File: config.mk
export PLATFORM = sky130hd
export DESIGN_NAME = sat_range_unit
export DESIGN_NICKNAME = d
export VERILOG_FILES = /design/src/rtl/sat_pkg.sv /design/src/rtl/sat_limit_gen.sv /design/src/rtl/sat_range_detect.sv /design/src/rtl/sat_clamp_mux.sv /design/src/rtl/sat_sticky.sv /design/src/rtl/sat_range_unit.sv
export SDC_FILE = /design/constraint.sdc
export NUM_CORES = 1
export LEC_CHECK = 0
export BUFFER_PORTS_ARGS = -buffer_cell sky130_fd_sc_hd__buf_2
export CAP_MARGIN = 20
export CORE_MARGIN = 4
export CORE_UTILIZATION = 53
export CTS_CLUSTER_DIAMETER = 150
export DETAILED_ROUTE_END_ITERATION = 6
export PLACE_DENSITY = 0.86
export SETUP_SLACK_MARGIN = 0.1
export SYNTH_ARGS = -nofsm -noshare
export SYNTH_HDL_FRONTEND = slang
export SYNTH_SLANG_ARGS = --single-unit
File: constraint.sdc
create_clock -name clk -period 3.1 [get_ports clk]
set_input_delay 0.465 -clock clk [delete_from_list [all_inputs] [get_ports clk]]
set_output_delay 0.465 -clock clk [all_outputs]
set_load 0.05 [all_outputs]
File: src/rtl/sat_pkg.sv
// Package sat_pkg
// Shared types for the saturating clamp.
// Assumes a single clock domain and a data width of at least 2 bits.
package sat_pkg;

    // Range mode; the value matches the in_signed port encoding.
    typedef enum logic {
        SAT_MODE_UNSIGNED = 1'b0,
        SAT_MODE_SIGNED   = 1'b1
    } sat_mode_e;

    // Per-operation clamp decision produced by the range detector.
    typedef struct packed {
        logic over_hi;   // operand above the upper bound
        logic under_lo;  // operand below the lower bound
    } sat_flags_t;

endpackage : sat_pkg

File: src/rtl/sat_limit_gen.sv
// Module sat_limit_gen
// Builds the limit mask 2^w-1 from the run-time width operand.
// Assumes width values up to DATA_W-1; each mask bit is one compare.
module sat_limit_gen #(
    parameter int DATA_W = 32,
    parameter int SEL_W  = $clog2(DATA_W)
) (
    input  logic [SEL_W-1:0]  width,
    output logic [DATA_W-1:0] lim_mask
);

    // Bit g of the mask is set when g lies below the selected width.
    for (genvar g = 0; g < DATA_W; g++) begin : g_mask_bit
        localparam logic [SEL_W:0] BIT_IDX = (SEL_W+1)'(g);
        assign lim_mask[g] = ({1'b0, width} > BIT_IDX);
    end

endmodule : sat_limit_gen

File: src/rtl/sat_range_detect.sv
// Module sat_range_detect
// Decides whether an operand lies above or below the selected range.
//
// Signed mode: the operand is shifted arithmetically right by w.
// - A positive remainder means the operand is above the upper bound.
// - A remainder below -1 means it is below the lower bound.
// Unsigned mode: a negative operand is below the range. Any bit set outside
// the mask on a non-negative operand puts it above the range.
// Purely combinational.
module sat_range_detect
    import sat_pkg::*;
#(
    parameter int DATA_W = 32,
    parameter int SEL_W  = $clog2(DATA_W)
) (
    input  logic [DATA_W-1:0] value,
    input  logic [SEL_W-1:0]  width,
    input  logic [DATA_W-1:0] lim_mask,
    input  sat_mode_e         mode,
    output sat_flags_t        flags
);

    localparam int MSB = DATA_W - 1;

    logic signed [DATA_W-1:0] shifted;
    logic                     sg_hi;
    logic                     sg_lo;
    logic                     us_neg;
    logic                     us_hi;

    // Arithmetic shift exposes the bits that lie above the signed range.
    always_comb shifted = $signed(value) >>> width;

    // The remainder is positive when its sign is clear and any bit is set.
    always_comb sg_hi = !shifted[MSB] && (|shifted);

    // The remainder is below -1 when its sign is set and it is not all ones.
    always_comb sg_lo = shifted[MSB] && !(&shifted);

    // Unsigned mode: the sign bit alone marks an operand below zero.
    always_comb us_neg = value[MSB];

    // Unsigned mode: a non-negative operand with bits outside the mask is too large.
    always_comb us_hi = !value[MSB] && (|(value & ~lim_mask));

    // Select the decision of the active mode.
    always_comb begin
        if (mode == SAT_MODE_SIGNED) begin
            flags.over_hi  = sg_hi;
            flags.under_lo = sg_lo;
        end else begin
            flags.over_hi  = us_hi;
            flags.under_lo = us_neg;
        end
    end

endmodule : sat_range_detect

File: src/rtl/sat_clamp_mux.sv
// Module sat_clamp_mux
// Picks the result from the operand, the upper bound or the lower bound.
// The upper bound is always the mask. The lower bound is the inverted mask
// in signed mode and zero in unsigned mode. Assumes the detector never
// raises both flags at once.
module sat_clamp_mux
    import sat_pkg::*;
#(
    parameter int DATA_W = 32
) (
    input  logic [DATA_W-1:0] value,
    input  logic [DATA_W-1:0] lim_mask,
    input  sat_mode_e         mode,
    input  sat_flags_t        flags,
    output logic [DATA_W-1:0] result,
    output logic              clamped
);

    logic [DATA_W-1:0] low_bound;

    // Lower bound per mode: -2^w in signed mode, zero in unsigned mode.
    always_comb low_bound = (mode == SAT_MODE_SIGNED) ? ~lim_mask : '0;

    // Three-way select of the clamped value.
    always_comb begin
        if (flags.over_hi)
            result = lim_mask;
        else if (flags.under_lo)
            result = low_bound;
        else
            result = value;
    end

    // Any limit hit counts as a clamp for this operation.
    always_comb clamped = flags.over_hi | flags.under_lo;

endmodule : sat_clamp_mux

File: src/rtl/sat_sticky.sv
// Module sat_sticky
// Collects clamp events into a flag that holds until it is cleared.
// A clamp event in the same cycle as a clear leaves the flag set.
// Synchronous active-low reset.
module sat_sticky (
    input  logic clk,
    input  logic rst_n,
    input  logic clr,
    input  logic event_in,
    output logic flag
);

    // Hold the flag; a clear drops it unless a new event arrives.
    always_ff @(posedge clk) begin
        if (!rst_n)
            flag <= 1'b0;
        else
            flag <= (flag & ~clr) | event_in;
    end

endmodule : sat_sticky

File: src/rtl/sat_range_unit.sv
// Module sat_range_unit (top)
// Run-time width saturating clamp with a registered result and a sticky
// clamp flag. The result appears one cycle after in_valid and is held
// between operations. Assumes in_width is stable while in_valid is high.
// Synchronous active-low reset.
module sat_range_unit
    import sat_pkg::*;
#(
    parameter int DATA_W = 32,
    parameter int SEL_W  = $clog2(DATA_W)
) (
    input  logic              clk,
    input  logic              rst_n,
    input  logic              in_valid,
    input  logic [DATA_W-1:0] in_value,
    input  logic [SEL_W-1:0]  in_width,
    input  logic              in_signed,
    input  logic              sticky_clr,
    output logic              out_valid,
    output logic [DATA_W-1:0] out_data,
    output logic              out_clamped,
    output logic              out_sticky
);

    sat_mode_e         mode;
    logic [DATA_W-1:0] lim_mask;
    sat_flags_t        flags;
    logic [DATA_W-1:0] clamp_val;
    logic              clamp_hit;

    // Map the mode port onto the package enum.
    always_comb mode = sat_mode_e'(in_signed);

    sat_limit_gen #(.DATA_W(DATA_W), .SEL_W(SEL_W)) u_limit (
        .width    (in_width),
        .lim_mask (lim_mask)
    );

    sat_range_detect #(.DATA_W(DATA_W), .SEL_W(SEL_W)) u_detect (
        .value    (in_value),
        .width    (in_width),
        .lim_mask (lim_mask),
        .mode     (mode),
        .flags    (flags)
    );

    sat_clamp_mux #(.DATA_W(DATA_W)) u_mux (
        .value    (in_value),
        .lim_mask (lim_mask),
        .mode     (mode),
        .flags    (flags),
        .result   (clamp_val),
        .clamped  (clamp_hit)
    );

    sat_sticky u_sticky (
        .clk      (clk),
        .rst_n    (rst_n),
        .clr      (sticky_clr),
        .event_in (in_valid & clamp_hit),
        .flag     (out_sticky)
    );

    // Result strobe: follows in_valid by one cycle.
    always_ff @(posedge clk) begin
        if (!rst_n)
            out_valid <= 1'b0;
        else
            out_valid <= in_valid;
    end

    // Result register: loads on a valid operand and holds otherwise.
    always_ff @(posedge clk) begin
        if (!rst_n) begin
            out_data    <= '0;
            out_clamped <= 1'b0;
        end else if (in_valid) begin
            out_data    <= clamp_val;
            out_clamped <= clamp_hit;
        end
    end

endmodule : sat_range_unit

==> results of run 1 <==
cells in the mapped netlist, types with 7 or more instances:
master     n  area [µm²]
nand2_1   67         251
mux2i_1   40         400
clkbuf_1  35         131
dfxtp_1   35         701
a21oi_1   34         170
nor2_1    34         128
mux4_2    32         721
o21ai_0   28         140
buf_2     25         125
o221ai_1  25         219
a22oi_1   24         180
mux2_2    18         203
nand3_1   10        50.1
nor2b_1    9        56.3
or3_1      9        56.3
a31oi_1    7        43.8
inv_1      7        26.3
nand2b_1   7        43.8
nor3_1     7        35.0
per-stage QoR:
step / setup WS, ns / utilization, % / setup TNS [ns]
2_1_floorplan: 0.0989 / - / 0
3_3_place_gp: -0.344 / 73.9 / -10.00
3_5_place_dp: -0.519 / 73.9 / -15.00
4_1_cts: 0.00936 / 80.1 / 0
timing repair:
| action | CTS |
|---|---|
| hold endpoints to repair | 0 |
| buffers inserted | 13 |
| setup endpoints to repair | 33 |
| resized for setup | 66 |
| pin swaps | 34 |
| gates cloned | 5 |
cell families after synthesis:
group,Yosys count
compound gates,197
simple gates,182
mux,91
buf+inv,84
flops,35
fa+ha+maj,3
layer usage:
metal,GRT overflow,track usage [%]
met5,0,31.3
met4,28,72.0
met3,1,66.7
met2,31,88.7
met1,2,79.3
==> flow_summary_export.csv, run 1 <==
group,metric,value,unit
outcome,status,"stopped before the end",
outcome,failing_step,"5_1_grt",
outcome,error_line,"[ERROR GRT-0232] Routing congestion too high. Check the congestion heatmap in the GUI.",
yosys,yosysWarnings,0,
grt,grt_start_max_net_pins,25,
timing,worst-ep-kind,"register input",
yosys,ys_types,73,
yosys,syn_avg_cell_area,8.15,µm²
yosys,synth_compound_area_share,29.6,%
yosys,async_reset_ff_share,0,%
yosys,ys_seq_area_share,14.5,%
clock_network,clockBufferDepth,2,
yosys,synth_top_family_by_area,"compound AO/OA/AOI/OAI gates",
yosys,synth_simple_gate_area_share,18.7,%
place,place.detailed.hpwl,17600,µm
clock_network,htree_num_levels,2,
clock_network,clock-sinks,35,
timing,crit_endpoint,"out_data[11]$_SDFFE_PN0P_/D",
floorplanning,die_w,103,µm
clock_network,cts_buffers,5,
yosys,synth_edf_count,0,
place,post-place-cells,889,
floorplanning,rows,34,
floorplanning,die_h,103,µm
yosys,synth_seq_cells,35,
yosys,synth_xor_area_share,0,%
yosys,synth_cells,592,
clock_network,cts_root_buffer,"clkbuf_8",
place,gp_congestion,1.34,
yosys,ys.flop_type,"dfxtp_1",
grt,grtUsageTotal,76.9,%
place,place_area,0.00650,mm²
yosys,synthMuxAreaShare,28.0,%
yosys,mappedNetlistNets,634,
floorplanning,ios,77,
yosys,syn_area,0.00482,mm²
clock_network,cts-hold-fix-buffers,0,
yosys,synth_fa_ha_area_share,0.623,%
grt,overflow,62,
floorplanning,initial_core_util,54.8,%
place,port-buffer-count,76,
==> inputs of run 2 (changes only) <==
--- a/config.mk
+++ b/config.mk
@@ -8,11 +8,9 @@
 export BUFFER_PORTS_ARGS = -buffer_cell sky130_fd_sc_hd__buf_2
 export CAP_MARGIN = 20
 export CORE_MARGIN = 4
-export CORE_UTILIZATION = 53
-export CTS_CLUSTER_DIAMETER = 150
+export CORE_UTILIZATION = 40
 export DETAILED_ROUTE_END_ITERATION = 6
-export PLACE_DENSITY = 0.86
-export SETUP_SLACK_MARGIN = 0.1
+export PLACE_DENSITY_LB_ADDON = 0.15
 export SYNTH_ARGS = -nofsm -noshare
 export SYNTH_HDL_FRONTEND = slang
 export SYNTH_SLANG_ARGS = --single-unit
==> constraint.sdc (replaced) <==
create_clock -name clk -period 4 [get_ports clk]
set_input_delay 0.6 -clock clk [delete_from_list [all_inputs] [get_ports clk]]
set_output_delay 0.6 -clock clk [all_outputs]
set_load 0.05 [all_outputs]
==> run 2 against run 1 <==
- the flow now finishes without violations
- synthesized cell count is the same
- synthesized area is the same
==> flow_summary_export.csv, run 2 <==
group,metric,value,unit
yosys,synth_cells,592,
job,cap_violations,0,
yosys,synth_seq_cells,35,
grt,grt_pass1_vias,5364,
floorplanning,die-area,0.0139,mm²
clock_network,clock-sinks,35,
grt,grt_start_max_net_pins,28,
clock_network,cts_buffers,5,
yosys,yosysTopAreaCellShare,14.9,%
drt,routed_via_density,6.96,
clock_network,clockBufferDepth,2,
worst_setup_path,crit_arrival,3.93,ns
drt,drtIter0Drc,694,
timing,hold_violations,0,
floorplanning,die_w,118,µm
clock_network,cts_tree,"built",
cells_and_area,largest_reg_flops,32,
floorplanning,initial_core_util,41.5,%
cells_and_area,final_cell_mix,"buf_2, nand2_1, buf_4",
yosys,syn_avg_cell_area,8.15,µm²
clock_network,cts-hold-fix-buffers,0,
yosys,async_reset_ff_share,0,%
clock_network,clkLatencyLatePin,0.28,ns
cells_and_area,multi_input_area,0.00371,mm²
drt,wl_per_cell,26.6,µm
yosys,yosysWarnings,0,
cells_and_area,nFillCells,1154,
timing,rsz0062_at_grt,"false",
drt,drcViolationCount,0,
worst_setup_path,end_kind,"flip-flop",
cells_and_area,nets,708,
yosys,ys_top_cells_by_count,"nand2_1, mux2i_1, clkbuf_1, dfxtp_1",
yosys,synth_top_cells_by_area,"mux4_2, dfxtp_1, mux2i_1",
place,post-place-cells,802,
place,place_area,0.00558,mm²
yosys,synth_edf_count,0,
yosys,yosysTopAreaCell,"mux4_2",
cells_and_area,stdcell_area,0.00576,mm²
place,port-buffer-count,76,
cells_and_area,drive_gt1_share,32.4,%
timing,period_needed,3.79,ns
yosys,ys_types,73,
cells_and_area,syn2layout_area_growth,19.4,%
timing,post-route-period-util,94.9,%
grt,grt_antenna_before_repair,0,
cells_and_area,fin_cells,810,
floorplanning,rows,39,
drt,first_pass_iters,6,
power,p_per_area,276,mW/mm²
grt,grtUsageTotal,30.3,%
clock_network,clkTransAtPathRegs,0.06,ns
timing,max_slew_margin,57.9,%
drt,vias,5640,
floorplanning,ios,77,
timing,hold_ws,0.463,ns
cells_and_area,layout.cells.most_common,"buf_2",
floorplanning,die_h,118,µm
floorplanning,coreArea,0.0116,mm²
clock_network,ctsResizeCount,0,
worst_setup_path,setup.worst_path.start_class,"input pin",
power,p_leak,0.00234,µW
drt,final_antenna_net_count,0,
power,vdd.ir_drop.worst,0.000179,V
timing,fin_skew,0,ns
timing,max_slew.worst_pin.slew,0.614,ns
grt,overflow,0,
yosys,mappedNetlistNets,634,
cells_and_area,finish.utilization,49.6,%
drt,postRouteWirelength,21600,µm
worst_setup_path,cp.required,4.14,ns
worst_hold_path,min_path_type,"reg -> reg",
clock_network,cts_root_buffer,"clkbuf_16",
timing,fmax,264,MHz
worst_setup_path,crit_type,"in -> reg",
worst_setup_path,cp_max_fo,25,
yosys,yosysMostFrequentCell,"nand2_1",
cells_and_area,diodes,0,
timing,setup_viol,0,
grt,grt_pass1_wl,33100,µm
place,gp_congestion,1.02,
clock_network,cts_setup_buffers,0,
cells_and_area,largest-register,"out_data",
timing,slew_violations,0,
clock_network,htree_num_levels,2,
yosys,ys_seq_area_share,14.5,%
outcome,status,"completed",
cells_and_area,regArea,701,µm²
yosys,ys.flop_type,"dfxtp_1",
place,place.detailed.hpwl,16300,µm
yosys,syn_area,0.00482,mm²
run 2: cell counts after synthesis:
Identical to the previous run, type by type.
run 2: cell families after synthesis:
kind of cell    after synthesis  synth area share [%]
fa+ha+maj                     3                 0.623
simple gates                182                  18.7
mux                          91                  28.0
flops                        35                  14.5
compound gates              197                  29.6
buf+inv                      84                  8.51
run 2: worst paths after layout:
check | startpoint | depth (start not counted) | endpoint | slack, ns
setup / recovery | in_width[1] | 13 | out_data[11] | 0.21
hold / removal | out_clamped | 2 | out_clamped | 0.46
hold reg to reg | out_clamped | 2 | out_clamped | 0.46
setup reg to reg | out_data[11] | 2 | out_data[11] | 3.17
run 2: metal layers:
metal / global-route usage, % / wire [µm] / vias to the layer above
met2: 44.2 / 9370 / 346
met1: 43.4 / 8950 / 2766
met4: 8.35 / 614 / 0
met5: 1.47 / 0 / -
met3: 8.94 / 2630 / 53
li1: - / - / 2475
run 2: report_power, final:
group,switching [µW],internal (µW),total [µW]
logic,463,272,735
clock network,158,310,468
registers,11.5,373,384
run 2: through the flow:
stage	worst slack [ns]	TNS, ns	power [µW]
5_1_grt	0.0134	0	1650
6_report	0.205	0	1590
2_1_floorplan	0.754	0	859
3_3_place_gp	-0.00338	-0.0112	1110
3_5_place_dp	0.00859	0	1110
4_1_cts	0.287	0	1580
run 2: worst max-delay path, stage by stage:
cell,delay [ns]
buf_4,0.23
buf_4,0.26
or3_1,0.47
mux2i_1,0.18
mux2i_1,0.43
a222oi_1,0.19
or2_2,0.35
nor4_1,0.38
buf_4,0.19
a21oi_2,0.10
and2_4,0.21
a221oi_2,0.26
a311oi_1,0.08
run 2: cell type report:
cell class / instances / share of cell area [%]
Clock buffer: 6 / 2.41
Clock inverter: 2 / 0.609
Timing Repair Buffer: 142 / 16.6
Sequential cell: 35 / 12.2
Inverter: 9 / 0.587
Tap cell: 143 / 3.11
Multi-Input combinational cell: 473 / 64.5
Note: power is estimated with default switching activity, not from simulation.
